## src/rtl/reg_en_pkg.sv

```systemverilog
// Shared definitions for the regulator enable sequencer.
// Assumes a 2-bit device-state code supplied by the power-state machine.
package reg_en_pkg;

    typedef enum logic [1:0] {
        DEV_OFF     = 2'd0,
        DEV_STANDBY = 2'd1,
        DEV_ACTIVE  = 2'd2,
        DEV_RECOVER = 2'd3
    } dev_state_e;

    // True when the device state permits a channel to be switched on.
    function automatic logic state_allows_on(input logic [1:0] st);
        return (st == DEV_STANDBY) || (st == DEV_ACTIVE);
    endfunction

endpackage

```

## src/rtl/reg_en_pin_sync.sv

```systemverilog
// Synchroniser chain for the asynchronous enable pin.
// Assumes the pin is slow compared with clk; the output lags the pin by STAGES clocks.
module reg_en_pin_sync #(
    parameter int STAGES = 2
) (
    input  logic clk,
    input  logic rst_n,
    input  logic pin_async,
    output logic pin_sync
);

    generate
        if (STAGES <= 1) begin : g_single
            logic s_q;
            // Single sampling flop when only one stage is requested.
            always_ff @(posedge clk) begin
                if (!rst_n) s_q <= 1'b0;
                else        s_q <= pin_async;
            end
            assign pin_sync = s_q;
        end else begin : g_chain
            logic [STAGES-1:0] chain_q;
            // Shift the pin level through the metastability chain.
            always_ff @(posedge clk) begin
                if (!rst_n) chain_q <= '0;
                else        chain_q <= {chain_q[STAGES-2:0], pin_async};
            end
            assign pin_sync = chain_q[STAGES-1];
        end
    endgenerate

endmodule

```

## src/rtl/reg_en_edge_delay.sv

```systemverilog
// Edge delay tracker for the synchronised enable pin.
// Holds a settled pin level that follows the synchronised level only after
// the rise or fall delay (code * TICKS clocks) has expired.
// A return of the pin before expiry cancels the pending transition.
// Outside pin mode the settled level tracks the pin with no delay.
module reg_en_edge_delay #(
    parameter int CODE_W = 4,
    parameter int TICKS  = 8
) (
    input  logic              clk,
    input  logic              rst_n,
    input  logic              pin_mode,
    input  logic              pin_lvl,
    input  logic [CODE_W-1:0] rise_code,
    input  logic [CODE_W-1:0] fall_code,
    output logic              pin_eff
);

    localparam int MAX_CNT = ((1 << CODE_W) - 1) * TICKS;
    localparam int CNT_W   = $clog2(MAX_CNT + 1) + 1;

    logic [CNT_W-1:0]  cnt_q;
    logic [CNT_W-1:0]  target;
    logic [CODE_W-1:0] sel_code;
    logic              pin_eff_q;
    logic              mismatch;

    assign mismatch = (pin_lvl != pin_eff_q);

    // Pick the delay for the direction of the pending edge, scaled to clocks.
    always_comb begin
        sel_code = pin_lvl ? rise_code : fall_code;
        target   = CNT_W'(32'(sel_code) * TICKS);
    end

    // Count while the pin disagrees with its settled level; commit on expiry.
    always_ff @(posedge clk) begin
        if (!rst_n) begin
            pin_eff_q <= 1'b0;
            cnt_q     <= '0;
        end else if (!pin_mode || !mismatch) begin
            pin_eff_q <= pin_lvl;
            cnt_q     <= '0;
        end else if (cnt_q >= target) begin
            pin_eff_q <= pin_lvl;
            cnt_q     <= '0;
        end else begin
            cnt_q <= cnt_q + CNT_W'(1);
        end
    end

    assign pin_eff = pin_eff_q;


    cnt_range_chk: assert property (@(posedge clk) disable iff (!rst_n)
        cnt_q <= CNT_W'(MAX_CNT));


    idle_hold_chk: assert property (@(posedge clk) disable iff (!rst_n)
        (pin_mode && !mismatch) |=> (cnt_q == '0) && $stable(pin_eff_q));


    no_early_commit_chk: assert property (@(posedge clk) disable iff (!rst_n)
        (pin_mode && mismatch && (cnt_q < target)) |=> $stable(pin_eff_q));

endmodule

```

## src/rtl/reg_en_arbiter.sv

```systemverilog
// Source selection, state gating and fault latch for one regulator channel.
// Assumes pin_eff is already synchronised and delay-filtered.
// The output is registered, so every gating change lands one clock later.
module reg_en_arbiter (
    input  logic       clk,
    input  logic       rst_n,
    input  logic       sw_en,
    input  logic       pin_sel,
    input  logic       pin_eff,
    input  logic [1:0] dev_state,
    input  logic       force_off,
    output logic       pin_mode,
    output logic       reg_on
);
    import reg_en_pkg::*;

    logic fault_q;
    logic reg_on_q;
    logic request;
    logic on_next;

    assign pin_mode = sw_en & pin_sel;

    // Combine control source, device state and fault gating.
    always_comb begin
        request = sw_en & (pin_sel ? pin_eff : 1'b1);
        on_next = request & state_allows_on(dev_state) & ~force_off & ~fault_q;
    end

    // Latch a forced-off request until software clears the enable bit.
    always_ff @(posedge clk) begin
        if (!rst_n)         fault_q <= 1'b0;
        else if (force_off) fault_q <= 1'b1;
        else if (!sw_en)    fault_q <= 1'b0;
    end

    // Register the channel-on decision.
    always_ff @(posedge clk) begin
        if (!rst_n) reg_on_q <= 1'b0;
        else        reg_on_q <= on_next;
    end

    assign reg_on = reg_on_q;


    sw_off_chk: assert property (@(posedge clk) disable iff (!rst_n)
        !sw_en |=> !reg_on_q);


    direct_on_chk: assert property (@(posedge clk) disable iff (!rst_n)
        (sw_en && !pin_sel && state_allows_on(dev_state) && !force_off && !fault_q)
        |=> reg_on_q);


    pin_low_off_chk: assert property (@(posedge clk) disable iff (!rst_n)
        (pin_mode && !pin_eff) |=> !reg_on_q);


    state_gate_chk: assert property (@(posedge clk) disable iff (!rst_n)
        !state_allows_on(dev_state) |=> !reg_on_q);


    force_off_chk: assert property (@(posedge clk) disable iff (!rst_n)
        force_off |=> (!reg_on_q && fault_q));


    fault_hold_chk: assert property (@(posedge clk) disable iff (!rst_n)
        (fault_q && sw_en) |=> !reg_on_q);

endmodule

```

## src/rtl/reg_en_ctrl.sv

```systemverilog
// Top level of the regulator channel enable sequencer.
// Chains the pin synchroniser, the edge delay tracker and the arbiter.
// Pin edge to output latency is SYNC_STAGES + 2 + code * TICKS_PER_STEP clocks.
module reg_en_ctrl #(
    parameter int CODE_W         = 4,
    parameter int TICKS_PER_STEP = 8,
    parameter int SYNC_STAGES    = 2
) (
    input  logic              clk,
    input  logic              rst_n,
    input  logic              sw_en,
    input  logic              pin_sel,
    input  logic              en_pin,
    input  logic [CODE_W-1:0] rise_code,
    input  logic [CODE_W-1:0] fall_code,
    input  logic [1:0]        dev_state,
    input  logic              force_off,
    output logic              reg_on
);

    logic pin_s;
    logic pin_eff;
    logic pin_mode;

    reg_en_pin_sync #(.STAGES(SYNC_STAGES)) u_sync (
        .clk       (clk),
        .rst_n     (rst_n),
        .pin_async (en_pin),
        .pin_sync  (pin_s)
    );

    reg_en_edge_delay #(.CODE_W(CODE_W), .TICKS(TICKS_PER_STEP)) u_delay (
        .clk       (clk),
        .rst_n     (rst_n),
        .pin_mode  (pin_mode),
        .pin_lvl   (pin_s),
        .rise_code (rise_code),
        .fall_code (fall_code),
        .pin_eff   (pin_eff)
    );

    reg_en_arbiter u_arb (
        .clk       (clk),
        .rst_n     (rst_n),
        .sw_en     (sw_en),
        .pin_sel   (pin_sel),
        .pin_eff   (pin_eff),
        .dev_state (dev_state),
        .force_off (force_off),
        .pin_mode  (pin_mode),
        .reg_on    (reg_on)
    );

endmodule

```

## config.mk

```make
export PLATFORM = sky130hd
export DESIGN_NAME = reg_en_ctrl
export DESIGN_NICKNAME = d
export VERILOG_FILES = /design/src/rtl/reg_en_pkg.sv /design/src/rtl/reg_en_pin_sync.sv /design/src/rtl/reg_en_edge_delay.sv /design/src/rtl/reg_en_arbiter.sv /design/src/rtl/reg_en_ctrl.sv
export SDC_FILE = /design/constraint.sdc
export NUM_CORES = 1
export LEC_CHECK = 0
export ABC_CLOCK_PERIOD_IN_PS = 2400
export BUFFER_PORTS_ARGS = -buffer_cell sky130_fd_sc_hd__buf_2
export CAP_MARGIN = 25
export CORE_MARGIN = 5
export CORE_UTILIZATION = 49
export DETAILED_ROUTE_END_ITERATION = 6
export PLACE_DENSITY = 0.83
export SYNTH_ARGS = -nofsm -noshare
export SYNTH_HDL_FRONTEND = slang
export SYNTH_SLANG_ARGS = --single-unit
export TNS_END_PERCENT = 30
```

## constraint.sdc

```tcl
create_clock -name clk -period 2.4 [get_ports clk]
set_clock_uncertainty 0.15 [all_clocks]
set_input_delay 0.24 -clock clk [delete_from_list [all_inputs] [get_ports clk]]
set_output_delay 0.24 -clock clk [all_outputs]
set_load 0.005 [all_outputs]
```

-- After elaboration in Yosys (flattened, before gate mapping)
Index checks and enable logic that the tools add are counted.
- add/sub/neg operators: 1
- magnitude comparators: 1
- equal/unequal tests: 4
- multiplexer cells: 6
- bitwise gates (word level): 8
- reduce and logical (&&, ||, !) cells: 6
- operator list (operator ; number):
    8-bit by 1-bit adder with 8-bit output (second input constant) ; 1
    8-bit by 7-bit greater-or-equal comparator with 1-bit output ; 1
    1-bit bitwise AND ; 5
    1-bit 2-to-1 mux ; 5
    4-bit 2-to-1 mux ; 1
    1-bit inverter ; 3
    3-bit OR reduction ; 1
    2-bit by 1-bit == test with 1-bit output (second input constant) ; 1
    2-bit == test (second input constant) ; 1
    1-bit logical NOT ; 2
    1-bit logical OR ; 2
    2-bit by 1-bit != test with 1-bit output (second input constant) ; 1
    2-bit nonzero test ; 1
    1-bit != test ; 1
- flip-flop bits (word level): 13
- input bits: 16
- output and inout bits: 1

-- Longest topological paths before layout
- word-level depth: 5
- gate-level depth with buffers: 7
- gate-level depth less buffers: 6

-- Cells and area by module
A second synthesis with hierarchy kept.
- cell total of the unflattened synthesis: 68
- area total of the unflattened synthesis: 673.1 sq um
- by module, submodules not included (module ; times used ; cells an instance ; area an instance (sq um) ; sequential area each (sq um)):
    reg_en_edge_delay ; 1 ; 55 ; 531.8 ; 180.2
    reg_en_arbiter ; 1 ; 9 ; 88.8 ; 40.0
    reg_en_pin_sync ; 1 ; 4 ; 52.6 ; 40.0

-- Least setup slack after synthesis
Ideal clock, no wire load.
- path type: register to register
- start point: reg u_sync.g_chain.chain_q[1]
- end point: reg u_delay.cnt_q[1]
- library setup time: 116 ps
- arrival: 1614 ps
- data required time: 2134 ps
- path slack: 521 ps
- stages on the path, launching flop included: 8
- path buffers: 1
- period minus slack after synthesis: 1879 ps
- cell sequence: dfxtp_1 -> buf_6 -> mux2_2 -> ha_1 -> nand3b_1 -> a21oi_1 -> and2b_2 -> and3_1
- word-level cells in the longest chain between the ends: 4
- ends and longest elaborated chain (item ; RTL line ; RTL):
    from (decl) ; reg_en_pin_sync.sv:22 ; logic [STAGES-1:0] chain_q;
    from (signal assigned) ; reg_en_pin_sync.sv:26 ; else chain_q <= {chain_q[STAGES-2:0], pin_async};
    parallel branches: the longest is 3 deep, another holds 8-bit by 7-bit greater-or-equal comparator with 1-bit output ; n/a ;
    3-bit OR reduction (no line) * ; n/a ;
    to (signal assigned) ; reg_en_edge_delay.sv:48 ; cnt_q <= cnt_q + CNT_W'(1);
    to (decl) ; reg_en_edge_delay.sv:22 ; logic [CNT_W-1:0] cnt_q;
Every way passes the cells marked *.
A chain may end at the register's enable or synchronous reset.

-- Worst setup path in the final report
- start point: reg u_sync.g_chain.chain_q[1]
- end point: reg u_delay.pin_eff_q, in the netlist u_delay.pin_eff
- word-level cells in the longest chain between the ends: 4
- ends and longest elaborated chain (item ; RTL line ; RTL):
    parallel branches: the longest is 4 deep, another holds 8-bit by 7-bit greater-or-equal comparator with 1-bit output ; n/a ;
    to (signal assigned) ; reg_en_edge_delay.sv:42 ; pin_eff_q <= pin_lvl;
    to (signal assigned) ; reg_en_edge_delay.sv:45 ; pin_eff_q <= pin_lvl;
    to (decl) ; reg_en_edge_delay.sv:25 ; logic pin_eff_q;
Parallel ways; which one is timed is not known. The select of a mux whose other input is x is not followed.

==> flow_summary_export.csv <==
group,metric,value,unit
sta,fmax,0.479,GHz
power,leakagePower,0.000344,uW
routing,routed-via-count,527,
sta,fin_crit_sh,87.0,%
worst_setup_path,endpoint_kind,"flop",
sta,finalHoldViolCount,0,
clock_tree,postCtsSetupBuffers,0,
synth,ys_warn_count,0,
routing,vias_per_cell,5.12,
placed_design,dp_hpwl,1070,um
worst_setup_path,slowest_stage,"dfxtp_1",
sta,finalCriticalPeriod,2.09,ns
synth,synth_compound_area_share,5.39,%
worst_setup_path,critPathKind,"reg -> reg",
sta,rsz0062_at_grt,"no",
clock_tree,path_clk_slew,0.08,ns
routing,wire_per_inst,12.7,um
clock_tree,cts.repair.resized,0,
worst_setup_path,crit_chain,"mux2i_1 > ha_1 > a21o_2 > a211oi_2 > and2b_2 > mux2i_1",
clock_tree,cts_buffer_depth,2,
synth,synth.distinct_cells,23,
cells_and_area,synthToLayoutAreaGrowth,17.1,%
floorplanning,dieArea,2220,um^2
global_routing,grt_max_degree,9,
synth,synth_top_family_by_area,"simple AND/OR/NAND/NOR gates",
floorplanning,fp.dieW,47.1,um
cells_and_area,num-fill-cells,123,
power,power,392,uW
synth,synth_nets,91,
clock_tree,cts.sinks,13,
worst_hold_path,hold_class,"in -> reg",
synth,ys_ff_latch,13,
synth,synth_xor_area_share,10.4,%
worst_setup_path,cp_data_arrival_time,2.15,ns
worst_setup_path,cp_max_fo,6,
synth,syn_area,673,um^2
sta,tightest_slew,0.309,ns
synth,synthSimpleGateAreaFrac,22.9,%
power,peakVddDrop,0.287,mV
floorplanning,start_util,51.7,%
clock_tree,cts_buffers,3,
cells_and_area,final_nets,111,
placed_design,place_congestion,0.807,
routing,wl,1300,um
cells_and_area,drive_gt1_share,28.4,%
clock_tree,clock_latency,0.28,ns
floorplanning,io_pins,17,
routing,first_pass_iters,2,
clock_tree,cts_tree,"yes",
clock_tree,cts-root-buf,"clkbuf_4",
floorplanning,fp.coreArea,1300,um^2
floorplanning,rows,13,
synth,syn_inst,69,
power,powerDensity,497,nW/um^2
worst_setup_path,crit_required,2.46,ns
run,maxCapViolations,0,
cells_and_area,final_common_cell,"buf_2",
routing,drcViolationCount,0,
cells_and_area,most-common-layout-cells,"16 x buf_2, 13 x dfxtp_1, 8 x nor2_1",
sta,finalSetupViolCount,0,
placed_design,port_buffers,16,
sta,slew_violations,0,
outcome,status,"finished, final reports clean",
sta,max_slew_margin,79.4,%
global_routing,first_global_vias,567,
worst_setup_path,path_common_cell,"mux2i_1",
synth,muxShareOfSynthArea,7.62,%
worst_setup_path,cpPeakStageDelay,0.50,ns
synth,syn_avg_cell_area,9.76,um^2
clock_tree,ctsHoldBuffers,0,
synth,synth_fa_ha_area_share,11.2,%
cells_and_area,num_antenna_cells,0,
sta,holdWs,0.00916,ns
floorplanning,die_y,47.1,um
global_routing,track_usage,14.5,%
global_routing,antenna_found_initial,0,
global_routing,grt_pass1_wl,2240,um
worst_setup_path,critPathLaunchType,"flop",
sta,setup-tns-final,0,ns
routing,first_iter_violations,3,
clock_tree,htree_levels,1,
synth,yosysSeqAreaShare,38.7,%
routing,ant_nets,0,
global_routing,grt-ovfl-total,0,
## sequential cells by signal, summed over array words and instances (netlist names)
name                    cells
u_delay.cnt_q               8
u_arb.reg_on                1
u_sync.g_chain.chain_q      2
u_delay.pin_eff             1
u_arb.fault_q               1
## report_power, final
part           internal (uW)  leakage, uW  switching (uW)
registers                219     0.000106            3.20
logic                   20.4     0.000221            15.3
clock network           61.8    0.0000177            71.6
## synth_stat cells
cell | count | area (um^2)
a21o_2 | 1 | 8.76
nand2_1 | 2 | 7.51
nor2_1 | 8 | 30.0
mux2i_1 | 4 | 40.0
xor2_1 | 5 | 43.8
a21oi_1 | 3 | 15.0
nand3b_2 | 1 | 11.3
dfxtp_1 | 13 | 260
nand3b_1 | 1 | 7.51
mux2_2 | 1 | 11.3
and2_1 | 2 | 12.5
nand4bb_1 | 1 | 11.3
and2b_2 | 1 | 8.76
nand3_1 | 5 | 25.0
ha_1 | 6 | 75.1
nand4b_1 | 1 | 8.76
and3_1 | 3 | 18.8
xnor2_1 | 3 | 26.3
nor2b_1 | 1 | 6.26
nand4_1 | 1 | 6.26
inv_1 | 4 | 15.0
buf_6 | 1 | 11.3
a211oi_2 | 1 | 12.5
## stage by stage
step | util, % | std cells | setup WS, ns | cell area (um^2)
2_1_floorplan | - | 69 | 0.521 | 673
3_3_place_gp | 58.5 | 99 | 0.373 | 761
3_5_place_dp | 58.5 | 99 | 0.292 | 761
4_1_cts | 60.6 | 103 | 0.298 | 788
5_1_grt | 60.6 | 103 | 0.187 | 788
6_report | 60.6 | 103 | 0.311 | 788
## routing by layer
metal / vias up / wire length [um] / global-route usage (%)
met5: - / 0 / 0
met4: 0 / 14 / 6.63
met3: 2 / 91 / 5.36
met2: 14 / 666 / 25.2
met1: 237 / 532 / 15.6
li1: 274 / - / -
## final cells by class
class	instances	area, um^2	area share, %
clock inverters	1	5.00	0.635
inverters	4	15.0	1.90
flip-flops and latches	13	260	33.0
repair buffers	16	80.1	10.2
clock buffers	3	22.5	2.86
well taps	15	18.8	2.38
multi-input cells	51	387	49.0
## cells by family after synthesis
| kind of cell | after synthesis |
|---|---|
| AO/OA/AOI/OAI | 5 |
| XOR/XNOR | 8 |
| adder cells (fa/ha/maj) | 6 |
| buffers and inverters | 5 |
| flip-flops | 13 |
| multiplexers | 5 |
| AND/OR/NAND/NOR | 27 |
## worst max-delay path, delay by kind of cell (launching register included)
kind | cells | cell delay (ns)
muxes | 2 | 0.41
adders and majority gates | 1 | 0.26
AOI/OAI and AO/OA | 2 | 0.49
and+or+nand+nor | 1 | 0.21
DFF | 1 | 0.50
## worst paths after layout
path,start,to,slack [ns],cells past startpoint
min reg2reg,u_sync.g_chain.chain_q[0],u_sync.g_chain.chain_q[1],0.29,1
max,u_sync.g_chain.chain_q[1],u_delay.pin_eff,0.31,6
min,pin_sel,u_arb.reg_on,0.009,2
max reg2reg,u_sync.g_chain.chain_q[1],u_delay.pin_eff,0.31,6
Note: power is estimated with default switching activity, not from simulation.
